--- config.mk ---
export PLATFORM = sky130hd
export DESIGN_NAME = mbus_reg_if
export DESIGN_NICKNAME = d
export VERILOG_FILES = /design/src/rtl/mbus_pkg.sv /design/src/rtl/mbus_addr_latch.sv /design/src/rtl/mbus_strobe_decode.sv /design/src/rtl/mbus_clear_seq.sv /design/src/rtl/mbus_regfile.sv /design/src/rtl/mbus_reg_if.sv
export SDC_FILE = /design/constraint.sdc
export NUM_CORES = 2
export LEC_CHECK = 0
export BUFFER_PORTS_ARGS = -buffer_cell sky130_fd_sc_hd__buf_2
export CORE_MARGIN = 5
export CORE_UTILIZATION = 57
export CTS_CLUSTER_DIAMETER = 40
export DETAILED_ROUTE_END_ITERATION = 10
export GPL_TIMING_DRIVEN = 0
export PLACE_DENSITY = 0.72
export SLEW_MARGIN = 20
export SYNTH_ARGS = -nofsm -noshare
export SYNTH_HDL_FRONTEND = slang
export SYNTH_SLANG_ARGS = --single-unit
--- constraint.sdc ---
create_clock -name clk -period 3.1 [get_ports clk]
set_input_delay 0.62 -clock clk [delete_from_list [all_inputs] [get_ports clk]]
set_output_delay 0.62 -clock clk [all_outputs]
set_load 0.02 [all_outputs]
--- src/rtl/mbus_pkg.sv ---
package mbus_pkg;

    localparam int unsigned DATA_W      = 8;
    localparam int unsigned ADDR_W      = 7;
    localparam int unsigned DEPTH       = 1 << ADDR_W;
    localparam int unsigned USER_BASE   = 14;
    localparam int unsigned USER_BYTES  = DEPTH - USER_BASE;
    localparam int unsigned CLR_EN_ADDR = 10;
    localparam int unsigned CLR_EN_BIT  = 0;

    typedef logic [DATA_W-1:0] data_t;
    typedef logic [ADDR_W-1:0] addr_t;

    typedef enum logic {
        SWEEP_IDLE = 1'b0,
        SWEEP_RUN  = 1'b1
    } sweep_state_e;

    typedef struct packed {
        logic  we;
        addr_t addr;
        data_t data;
    } wr_port_t;

    function automatic logic is_last(input addr_t a);
        return a == addr_t'(DEPTH - 1);
    endfunction

    function automatic logic in_user(input addr_t a);
        return a >= addr_t'(USER_BASE);
    endfunction

endpackage

--- src/rtl/mbus_addr_latch.sv ---
module mbus_addr_latch
    import mbus_pkg::*;
(
    input  logic  clk,
    input  logic  rst,
    input  logic  ale,
    input  addr_t ad_addr,
    output addr_t addr
);
    logic ale_q;
    logic ale_fall;

    assign ale_fall = ale_q & ~ale;

    always_ff @(posedge clk) begin
        if (rst) begin
            ale_q <= 1'b0;
            addr  <= '0;
        end else begin
            ale_q <= ale;
            if (ale_fall)
                addr <= ad_addr;
        end
    end

    // outside an ALE fall the latched address does not move
    a_r2_addr_holds: assert property (@(posedge clk) disable iff (rst)
        !(ale_q && !ale) |=> $stable(addr));

endmodule

--- src/rtl/mbus_strobe_decode.sv ---
module mbus_strobe_decode
    import mbus_pkg::*;
(
    input  logic  clk,
    input  logic  rst,
    input  logic  cs_n,
    input  logic  rd_n,
    input  logic  wr_n,
    input  data_t ad_in,
    input  addr_t addr,
    input  logic  sweep_busy,
    output wr_port_t host_wr,
    output logic  oe
);
    logic  cs_n_q;
    logic  wr_n_q;
    data_t wdata;
    logic  wr_rise;

    assign wr_rise = wr_n & ~wr_n_q;

    always_ff @(posedge clk) begin
        if (rst) begin
            cs_n_q <= 1'b1;
            wr_n_q <= 1'b1;
            wdata  <= '0;
        end else begin
            cs_n_q <= cs_n;
            wr_n_q <= wr_n;
            if (!cs_n && !wr_n)
                wdata <= ad_in;
        end
    end

    always_comb begin
        host_wr.we   = wr_rise & ~cs_n_q & ~sweep_busy;
        host_wr.addr = addr;
        host_wr.data = wdata;
    end

    assign oe = ~cs_n & ~rd_n;

    // a commit implies chip select and write strobe were both low one edge earlier
    a_r3_commit_in_cs: assert property (@(posedge clk) disable iff (rst)
        host_wr.we |-> ($past(cs_n) == 1'b0 && $past(wr_n) == 1'b0));

endmodule

--- src/rtl/mbus_clear_seq.sv ---
module mbus_clear_seq
    import mbus_pkg::*;
(
    input  logic     clk,
    input  logic     rst,
    input  logic     clr_n,
    input  logic     clr_en,
    output wr_port_t clr_wr,
    output logic     busy,
    output logic     done
);
    sweep_state_e state;
    addr_t        ptr;
    logic         clr_n_q;
    logic         start;

    assign start = (state == SWEEP_IDLE) & clr_n_q & ~clr_n & clr_en;
    assign busy  = (state == SWEEP_RUN);

    always_ff @(posedge clk) begin
        if (rst) begin
            state   <= SWEEP_IDLE;
            ptr     <= '0;
            clr_n_q <= 1'b1;
            done    <= 1'b0;
        end else begin
            clr_n_q <= clr_n;
            done    <= 1'b0;
            unique case (state)
                SWEEP_IDLE: begin
                    if (start) begin
                        state <= SWEEP_RUN;
                        ptr   <= addr_t'(USER_BASE);
                    end
                end
                SWEEP_RUN: begin
                    if (is_last(ptr)) begin
                        state <= SWEEP_IDLE;
                        done  <= 1'b1;
                    end else begin
                        ptr <= ptr + addr_t'(1);
                    end
                end
                default: state <= SWEEP_IDLE;
            endcase
        end
    end

    always_comb begin
        clr_wr.we   = busy;
        clr_wr.addr = ptr;
        clr_wr.data = '0;
    end

    // consecutive sweep writes step up by one address
    a_r5_sweep_ascends: assert property (@(posedge clk) disable iff (rst)
        (busy && $past(busy)) |-> (ptr == $past(ptr) + addr_t'(1)));
    // done pulses only right after the sweep ends
    a_r5_done_after_run: assert property (@(posedge clk) disable iff (rst)
        done |-> (!busy && $past(busy)));
    // a sweep only begins when the enable bit was set
    a_r6_start_needs_en: assert property (@(posedge clk) disable iff (rst)
        $rose(busy) |-> $past(clr_en));

endmodule

--- src/rtl/mbus_regfile.sv ---
module mbus_regfile
    import mbus_pkg::*;
(
    input  logic     clk,
    input  logic     rst,
    input  wr_port_t host_wr,
    input  wr_port_t clr_wr,
    input  addr_t    rd_addr,
    output data_t    rd_data,
    output logic     clr_en
);
    data_t mem [DEPTH];

    always_ff @(posedge clk) begin
        if (rst) begin
            for (int i = 0; i < int'(DEPTH); i++)
                mem[i] <= '0;
        end else if (clr_wr.we) begin
            mem[clr_wr.addr] <= clr_wr.data;
        end else if (host_wr.we) begin
            mem[host_wr.addr] <= host_wr.data;
        end
    end

    assign rd_data = mem[rd_addr];
    assign clr_en  = mem[CLR_EN_ADDR][CLR_EN_BIT];

    // the sweep never touches the control bytes
    a_r7_sweep_in_user: assert property (@(posedge clk) disable iff (rst)
        clr_wr.we |-> in_user(clr_wr.addr));
    // host and sweep never write in the same cycle
    a_r8_no_overlap: assert property (@(posedge clk) disable iff (rst)
        !(clr_wr.we && host_wr.we));

endmodule

--- src/rtl/mbus_reg_if.sv ---
module mbus_reg_if
    import mbus_pkg::*;
(
    input  logic              clk,
    input  logic              rst,
    input  logic              ale,
    input  logic              cs_n,
    input  logic              rd_n,
    input  logic              wr_n,
    input  logic [DATA_W-1:0] ad_in,
    output logic [DATA_W-1:0] ad_out,
    output logic              ad_oe,
    input  logic              clr_n,
    output logic              clr_busy,
    output logic              clr_done
);
    addr_t    addr;
    wr_port_t host_wr;
    wr_port_t clr_wr;
    logic     clr_en;

    mbus_addr_latch u_latch (
        .clk     (clk),
        .rst     (rst),
        .ale     (ale),
        .ad_addr (ad_in[ADDR_W-1:0]),
        .addr    (addr)
    );

    mbus_strobe_decode u_decode (
        .clk        (clk),
        .rst        (rst),
        .cs_n       (cs_n),
        .rd_n       (rd_n),
        .wr_n       (wr_n),
        .ad_in      (ad_in),
        .addr       (addr),
        .sweep_busy (clr_busy),
        .host_wr    (host_wr),
        .oe         (ad_oe)
    );

    mbus_clear_seq u_sweep (
        .clk    (clk),
        .rst    (rst),
        .clr_n  (clr_n),
        .clr_en (clr_en),
        .clr_wr (clr_wr),
        .busy   (clr_busy),
        .done   (clr_done)
    );

    mbus_regfile u_mem (
        .clk     (clk),
        .rst     (rst),
        .host_wr (host_wr),
        .clr_wr  (clr_wr),
        .rd_addr (addr),
        .rd_data (ad_out),
        .clr_en  (clr_en)
    );

    // the bus is never driven while the read strobe is high
    a_r4_oe_needs_rd: assert property (@(posedge clk) disable iff (rst)
        rd_n |-> !ad_oe);

endmodule

==> summary.txt <==
Outcome = finished, violations left
Violated checks = negative setup slack
Top-count cell post-synth = nor2_1
H-tree depth = 4
Tot Pwr = 34.5 mW
Routed Antenna Nets = 0
Hold path start = ad_in[7]
Total clock sinks = 1059
RSZ-0062 raised after global routing = yes
Async set-reset flop share out of synthesis = 0%
CP arrival = 3.89 ns
Pre-CTS setup slack = -1.94 ns
Initial antenna violation count = 14
Syn Std Cell Area = 47500 µm²
Row Count = 106
Crit. End Element = primary output
Hold Crit Class = in -> reg
CTS tree = built
Syn avg cell area = 14.9 µm²
Global-route wire length before repair = 235 mm
Placer Congestion = 1.03
Reg2Reg Setup Slack = -0.01 ns
Worst Hold End = u_decode.wdata[7]
Routed len/inst = 36.1 µm
Main synth FF type = edfxtp_1
Syn-to-layout area delta = 24.5%
Clock transition at path regs = 0.06 ns
Netlist cell types = 40
Post-layout min period = 4.51 ns
Worst Path Required = 2.48 ns
Reg2Reg Depth = 5
NumNets Final = 3446
Routed vias = 32300
Layout cells sized above 1 = 35.9%
Gr ovfl total = 0
# IOs = 26
Placed inst area = 49600 µm²
Post-synth EDFFs = 1024
Synthesis Warnings = 0
Reg-to-Reg Start = u_sweep.busy
Number of global-route vias before repair = 31900
LEAKAGE = 19.8 nW
# setup viols final = 12
Cts hold-fix bufs = 0
Largest net degree at the start of global routing = 17
Hold Vio Cnt, Final = 0
DPL Wire Length = 119 mm
Max-Cap Viols = 0
GRT Total Usage = 37.4%
Max FO, Critical Path = 10
DIE HEIGHT = 299 µm
Synth top area share = 64.7%
Post-Route Skew = 0.0488 ns
Setup WS post-layout = -1.41 ns
Clk buf depth = 3
Cells along the critical path = buf_12 -> buf_12 -> buf_16 -> buf_16 -> mux4_2 -> mux4_2 -> mux4_2 -> mux2_4 -> buf_6
Synth top cells by count = nor2_1, edfxtp_1, mux4_2
Crit path largest cell delay = 0.61 ns
Yosys top cell by area = edfxtp_1
DRT Wirelength = 167 mm
Synthesized Nets = 3206
CTS root buffer = clkbuf_16
Worst Setup Path Type = reg -> out
PwrDens = 583 nW/µm²
Period utilization = 145%
Post-Layout Inst Area = 59200 µm²
Synth Register Bits = 1059
DRC Markers = 0
Peak VDD IR = 0.579 mV
Fin. max-slew vios = 0
Fmax = 222 MHz
Detailed Routing Iterations Pass 1 = 8
Setup TNS = -11.16 ns
Total die area = 89300 µm²
CP max stage cell = mux4_2
Hold path depth = 3
Synth top area cells = edfxtp_1, mux4_2, nor2_1
CP Launch Type = flip-flop
CTS Buf Count = 134
Worst skew pair latency = 0.76 ns
Initial Utilization = 57.2%
RR Endpoint = u_mem.mem[107][1]
Die X = 299 µm
Most frequent CP cell = mux4_2
Final core occ = 71.2%
Via density per instance = 6.98
Slew headroom = 18.2%
Syn Inst Count = 3190
Worst Max-Slew Pin Slew = 1.22 ns
Initial DRC count = 5155
Port Buffer Count = 24
Core area = 83200 µm²
Post-synthesis sequential area ratio = 66.2%
## final cells by class
| class | count | area, µm² |
|---|---|---|
| repair buffers | 108 | 1050 |
| fillers | 5231 | 24000 |
| flip-flops and latches | 1059 | 31500 |
| diodes | 8 | 20.0 |
| plain buffers | 273 | 2110 |
| inverters | 5 | 23.8 |
| well taps | 1080 | 1350 |
| multi-input cells | 1849 | 18500 |
| clock inverters | 93 | 1140 |
| clock buffers | 153 | 3510 |
## metrics by stage
stage,hold WS [ns],cells
3_3_place_gp,0.472,4294
4_1_cts,0.143,4590
6_report,0.180,4628
3_5_place_dp,0.481,4307
2_1_floorplan,0.454,3190
5_1_grt,0.170,4620
## registers in the layout, indices dropped and copies added, names as in the netlist, named ones only
register	flops
u_decode.cs_n_q	1
u_decode.wdata	8
u_decode.wr_n_q	1
u_latch.addr	7
u_latch.ale_q	1
u_mem.mem	1024
u_sweep.busy	1
u_sweep.clr_n_q	1
u_sweep.done	1
u_sweep.ptr	7
## logic make-up after synthesis
logic type / synth area share (%)
adders and majority gates: 0.0263
xor gates and xnor gates: 0.0553
DFF: 66.2
muxes: 16.1
AOI/OAI and AO/OA: 3.81
buffers and inverters: 2.39
and+or+nand+nor: 11.5
## power breakdown
part           leakage [nW]  internal [mW]  switching [mW]  total (mW)
clock                  2.23           9.47            6.58        16.0
combinational          6.66          0.805            1.37        2.17
sequential             10.9           16.1           0.164        16.3
total                  19.8           26.4            8.11        34.5
## worst max-delay path by stage
stage	start	to	cells past startpoint
final	flip-flop	ad_out[7]	9
after global routing	flip-flop	ad_out[1]	9
after floorplan	wr_n	u_mem.mem[100][0]	6
after global placement	rst	u_mem.mem[41][1]	6
after CTS	flip-flop	ad_out[2]	9
after detailed placement	rst	u_mem.mem[50][5]	7
## cells in the final DEF, fill, tap and decap left out, types with 15 or more instances in the layout
cell type and instances:
o221ai_4 95, buf_4 75, o221ai_2 33, nor2_1 1028, buf_6 16, buf_12 22, a211oi_4 15, buf_2 50
nand2b_1 15, nor4_4 42, clkbuf_16 140, nand2_1 36, mux4_2 336, clkbuf_1 38, nand2b_2 44, edfxtp_1 1024
clkbuf_4 23, nand2b_4 83, clkinv_1 18, clkbuf_2 119, a21oi_1 25, clkbuf_8 17, dfxtp_1 31
## timing repair
item                                     CTS  global route
cloned                                     4             2
resized for setup                        775           133
setup buffers                             37            28
endpoints found under the setup margin  2056          1360
pin swaps                                 28            16
## metal layers
layer	GRT usage, %	wire length (µm)	up-vias
li1	-	-	12800
met1	50.5	59600	16500
met2	56.7	76200	2493
met3	10.2	20300	517
met4	19.8	11000	6
met5	0	123	-
## worst max-delay path: cells and delay by family (launching register included)
family	cells	cell delay, ns
muxes	4	1.98
buffers and inverters	5	0.81
DFF	1	0.35
Note: power is estimated with default switching activity, not from simulation.
